`config.mk`:
```
export PLATFORM = sky130hd
export DESIGN_NAME = lane_mem
export DESIGN_NICKNAME = d
export VERILOG_FILES = /design/src/rtl/lane_mem_pkg.sv /design/src/rtl/lane_mem_ctl.sv /design/src/rtl/lane_mem_dp.sv /design/src/rtl/lane_mem.sv
export SDC_FILE = /design/constraint.sdc
export NUM_CORES = 2
export LEC_CHECK = 0
export BUFFER_PORTS_ARGS = -buffer_cell sky130_fd_sc_hd__buf_2
export CAP_MARGIN = 30
export CORE_UTILIZATION = 63
export DETAILED_ROUTE_END_ITERATION = 7
export GPL_ROUTABILITY_DRIVEN = 0
export PLACE_DENSITY_LB_ADDON = 0.12
export RECOVER_POWER = 25
export SKIP_LAST_GASP = 1
export SYNTH_ARGS = -nofsm -noshare
export SYNTH_HDL_FRONTEND = slang
export SYNTH_SLANG_ARGS = --single-unit
```
`constraint.sdc`:
```
create_clock -name clk -period 3.2 [get_ports clk]
set_clock_uncertainty 0.1 [all_clocks]
set_input_delay 0.32 -clock clk [delete_from_list [all_inputs] [get_ports clk]]
set_output_delay 0.32 -clock clk [all_outputs]
set_load 0.01 [all_outputs]
```
`src/rtl/lane_mem_pkg.sv`:
```
package lane_mem_pkg;

  typedef enum logic [1:0] {
    OP_RD_WORD = 2'b00,
    OP_WR_BYTE = 2'b01,
    OP_WR_HALF = 2'b10,
    OP_WR_WORD = 2'b11
  } memOp_e;

  typedef enum logic [1:0] {
    FILL_BYTE = 2'd0,
    FILL_HALF = 2'd1,
    FILL_WORD = 2'd2
  } fillSel_e;

  // Strobes from control to datapath
  typedef struct packed {
    logic       rdEn;     // drive the addressed word on the read output
    logic [3:0] laneWe;   // bit 3 = bits 31:24 (byte offset 0)
    fillSel_e   fillSel;  // how store data is replicated across lanes
    logic       alignErr; // misaligned access this cycle
  } memStrobe_t;

endpackage

```
`src/rtl/lane_mem_ctl.sv`:
```
module lane_mem_ctl
  import lane_mem_pkg::*;
(
  input  logic       enable,
  input  logic [1:0] opCode,
  input  logic [1:0] byteOff,
  output memStrobe_t strobe
);

  logic misaligned;

  always_comb begin
    unique case (memOp_e'(opCode))
      OP_WR_BYTE: misaligned = 1'b0;
      OP_WR_HALF: misaligned = byteOff[0];
      default:    misaligned = |byteOff;
    endcase
  end

  always_comb begin
    strobe          = '0;
    strobe.fillSel  = FILL_WORD;
    if (enable) begin
      strobe.alignErr = misaligned;
      strobe.rdEn     = ~misaligned;
      if (!misaligned) begin
        unique case (memOp_e'(opCode))
          OP_WR_BYTE: begin
            strobe.laneWe  = 4'b1000 >> byteOff;
            strobe.fillSel = FILL_BYTE;
          end
          OP_WR_HALF: begin
            strobe.laneWe  = byteOff[1] ? 4'b0011 : 4'b1100;
            strobe.fillSel = FILL_HALF;
          end
          OP_WR_WORD: begin
            strobe.laneWe  = 4'b1111;
            strobe.fillSel = FILL_WORD;
          end
          default: strobe.laneWe = 4'b0000;
        endcase
      end
    end
  end

endmodule

```
`src/rtl/lane_mem_dp.sv`:
```
module lane_mem_dp
  import lane_mem_pkg::*;
#(
  parameter int DEPTH = 64,
  parameter int IDX_W = $clog2(DEPTH)
) (
  input  logic             clk,
  input  logic             rstN,
  input  logic [IDX_W-1:0] wordIdx,
  input  logic [31:0]      wrData,
  input  memStrobe_t       strobe,
  output logic [31:0]      rdData
);

  localparam int LANES = 4;

  logic [31:0] fillData;
  logic [31:0] rdWord;

  always_comb begin
    unique case (strobe.fillSel)
      FILL_BYTE: fillData = {LANES{wrData[7:0]}};
      FILL_HALF: fillData = {2{wrData[15:0]}};
      default:   fillData = wrData;
    endcase
  end

  for (genvar g = 0; g < LANES; g++) begin : gLane
    logic [7:0] laneMem [DEPTH];

    always_ff @(posedge clk or negedge rstN) begin
      if (!rstN) begin
        for (int i = 0; i < DEPTH; i++) laneMem[i] <= '0;
      end else if (strobe.laneWe[g]) begin
        laneMem[wordIdx] <= fillData[8*g +: 8];
      end
    end

    assign rdWord[8*g +: 8] = laneMem[wordIdx];
  end

  assign rdData = strobe.rdEn ? rdWord : 32'd0;

endmodule

```
`src/rtl/lane_mem.sv`:
```
module lane_mem
  import lane_mem_pkg::*;
#(
  parameter int DEPTH = 64
) (
  input  logic        clk,
  input  logic        rstN,
  input  logic        memEn,
  input  logic [1:0]  memOp,
  input  logic [31:0] memAddr,
  input  logic [31:0] memDin,
  output logic [31:0] memDout,
  output logic        alignErr
);

  localparam int IDX_W = (DEPTH > 1) ? $clog2(DEPTH) : 1;

  memStrobe_t strobe;

  lane_mem_ctl ctlI (
    .enable (memEn),
    .opCode (memOp),
    .byteOff(memAddr[1:0]),
    .strobe (strobe)
  );

  lane_mem_dp #(.DEPTH(DEPTH), .IDX_W(IDX_W)) dpI (
    .clk    (clk),
    .rstN   (rstN),
    .wordIdx(memAddr[IDX_W+1:2]),
    .wrData (memDin),
    .strobe (strobe),
    .rdData (memDout)
  );

  assign alignErr = strobe.alignErr;

endmodule

```
==> results.sh <==
export IMPL_critPathLaunchType="flip-flop"
export IMPL_dieHeight_microns=382
export IMPL_dieWidth_microns=382
export IMPL_drv_slew=61
export IMPL_layoutNonFillerInstCount=11000
export IMPL_overflow=0
export IMPL_period_share=1.03
export IMPL_grt_pass1_vias=73400
export IMPL_cts_buffer_depth=3
export IMPL_finalInstanceArea_sq_um=107000
export IMPL_io_buffers=77
export IMPL_cts_made_buffers=203
export IMPL_fin_crit_ns=3.29
export IMPL_synth_cell_types=63
export IMPL_cts_root_buf="clkbuf_16"
export IMPL_final_common_cell="dfrtp_1"
export IMPL_synthFlopType="dfrtp_1"
export IMPL_reg_top3="dpI.gLane.laneMem x2048"
export IMPL_setup_viol=5
export IMPL_regMostFlops="dpI.gLane.laneMem"
export IMPL_fin_nets=8993
export IMPL_power_share_clock=0.416
export IMPL_setup_tns_ns=-0.252
export IMPL_status="complete, but fails checks"
export IMPL_num_vias=74600
export IMPL_cts_tree="done"
export IMPL_maxCapViolations=1
export IMPL_detail_route_wl_per_cell_microns=27.9
export IMPL_largest_reg_flops=2048
export IMPL_async_flop_share=1.00
export IMPL_postRouteAntennaNets=0
export IMPL_leakagePower_uw=0.0485
export IMPL_ios=102
export IMPL_wl_microns=307000
export IMPL_synth_cell_area_sq_um=91100
export IMPL_placed_cells=10600
export IMPL_fp_coreArea_sq_um=143000
export IMPL_required_ns=2.78
export IMPL_hold_class="input port to flip-flop"
export IMPL_power_density_nw_per_um2=548
export IMPL_p_int_uw=43400
export IMPL_start_util=0.635
export IMPL_final_cell_mix="2,047 x dfrtp_1, 1,196 x nor2_1, 1,095 x a21oi_1, 629 x nand2_1, 595 x mux2_2"
export IMPL_clock_sinks=2048
export IMPL_dp_hpwl_microns=200000
export IMPL_ys_seq_area_frac=0.562
export IMPL_tightestPinTransition_ns=3.06
export IMPL_clk_latency_ns=0.82
export IMPL_drc=7
export IMPL_antenna_found_initial=11
export IMPL_worst_slack_ns=-0.0905
export IMPL_cp_max_fo=2
export IMPL_r2r_slack_ns=2.19
export IMPL_synthCells=8723
export IMPL_fmax_mhz=304
export IMPL_rows=139
export IMPL_slew_headroom=-1.04
export IMPL_cp_end_kind="primary output"
export IMPL_swShare=0.256
export IMPL_utilization=0.742
export IMPL_syn_avg_cell_area_sq_um=10.4
export IMPL_crit_type="flip-flop to primary output"
export IMPL_clk_pin_slew_ns=0.06
export IMPL_failed_checks="design-rule violations, max-capacitance violations, max-slew violations, negative setup slack"
export IMPL_grt_pass1_wl_microns=461000
export IMPL_placed_area_sq_um=98300
export IMPL_ir_drop_mv=0.691
export IMPL_hold_depth=4
export IMPL_grt_setup_unrepaired="true"
export IMPL_synthToLayoutAreaGrowth_pct=16.9
export IMPL_drt_iter0_markers=9300
export IMPL_via_per_inst=6.79
export IMPL_grt_use_total=0.419
export IMPL_synth_edff_count=0
export IMPL_power_frac_comb=0.104
export IMPL_pre_cts_ws_ns=-0.367
export IMPL_p_switching_uw=14900
export IMPL_htree_levels=4
export IMPL_first_pass_iters=8
export IMPL_crit_arrival_ns=2.87
export IMPL_hold_violations=0
export IMPL_syn_num_nets=8797
export IMPL_drive_above_1_share=0.234
export IMPL_ys_ff_latch=2048
export IMPL_die_area_sq_um=146000
export IMPL_r2r_cells=2
export IMPL_synth_warnings=0
export IMPL_pwr_share_seq=0.480
export IMPL_grt_max_degree=125
-- stage by stage --
| step | power, uW | hold slack [ns] |
|---|---|---|
| CTS | 58200 | 0.00192 |
| floorplan | 31300 | -0.0756 |
| global placement | 33800 | 0.203 |
| detailed placement | 34100 | 0.204 |
| finish | 58300 | 0.00614 |
| global route | 60000 | 0.0151 |
-- cells in the mapped netlist (all sizes together), types with 70 or more instances --
cell,n,area [sq um]
a21oi,1111,5560
o22ai,135,845
a221oi,458,4020
dfrtp,2048,51200
clkbuf,532,2000
o21ai,624,3120
buf,264,1330
nor2,1395,6560
mux2,597,6720
a22o,70,613
mux2i,133,1330
nand2,631,2370
a22oi,310,2330
nand3,93,465
-- worst max-delay path, stage by stage (launching register included) --
cell     delay [ns]
dfrtp_1        0.39
a22oi_2        0.27
o32ai_2        0.14
or4_1          0.51
nor4_2         0.16
buf_4          0.17
a31oi_1        0.09
buf_4          0.19
buf_6          0.12
-- power groups by stage --
stage / Combinational [uW] / Clock (uW) / Sequential (uW)
floorplan: 3050 / 0 / 28200
global placement: 5530 / 0 / 28300
detailed placement: 5700 / 0 / 28400
CTS: 5840 / 24400 / 28000
global route: 6440 / 25400 / 28100
finish: 6060 / 24300 / 28000
-- routing by layer --
| metal | vias to the layer above | wire (microns) | GRT usage |
|---|---|---|---|
| met1 | 37300 | 114000 | 0.563 |
| met3 | 1040 | 36900 | 0.115 |
| met2 | 4469 | 133000 | 0.609 |
| li1 | 31800 | - | - |
| met4 | 12 | 22300 | 0.259 |
| met5 | - | 138 | 0 |
-- repair_timing --
action	in CTS	in global routing
resized for setup	105	136
setup endpoints to repair	31	30
endpoints found under the hold margin	921	0
pin swaps	22	44
gates cloned	2	5
hold buffers	17	0
buffers inserted	2	6
-- worst paths after layout --
kind / startpoint / end
min reg2reg: dpI.gLane[3].laneMem[257]$_DFFE_PN0P_ / dpI.gLane[3].laneMem[257]$_DFFE_PN0P_
min in group asynchronous: rstN / dpI.gLane[2].laneMem[504]$_DFFE_PN0P_
max in group asynchronous: rstN / dpI.gLane[1].laneMem[260]$_DFFE_PN0P_
max: dpI.gLane[3].laneMem[271]$_DFFE_PN0P_ / memDout[31]
min: memDin[17] / dpI.gLane[2].laneMem[321]$_DFFE_PN0P_
max reg2reg: dpI.gLane[0].laneMem[451]$_DFFE_PN0P_ / dpI.gLane[0].laneMem[451]$_DFFE_PN0P_
-- cells by family (layout without fill, tap and decap cells) --
| logic type | after synthesis | count (layout) | synth area share |
|---|---|---|---|
| mux | 746 | 746 | 0.0923 |
| fa+ha+maj | 5 | 5 | 0.000687 |
| other cells | 0 | 4 | 0 |
| buf+inv | 804 | 1162 | 0.0368 |
| flops | 2048 | 2048 | 0.562 |
| compound gates | 2868 | 2868 | 0.195 |
| simple gates | 2252 | 2252 | 0.112 |
-- layout make-up --
class,instances,area (sq um)
fill,9666,37000
inverter,8,40.0
sequential,2048,51300
clock inverter,53,569
tap,1903,2380
multi-input combinational,5871,38000
timing repair buffer,787,8010
antenna,4,10.0
clock buffer,314,6210
Note: power is estimated with default switching activity, not from simulation.
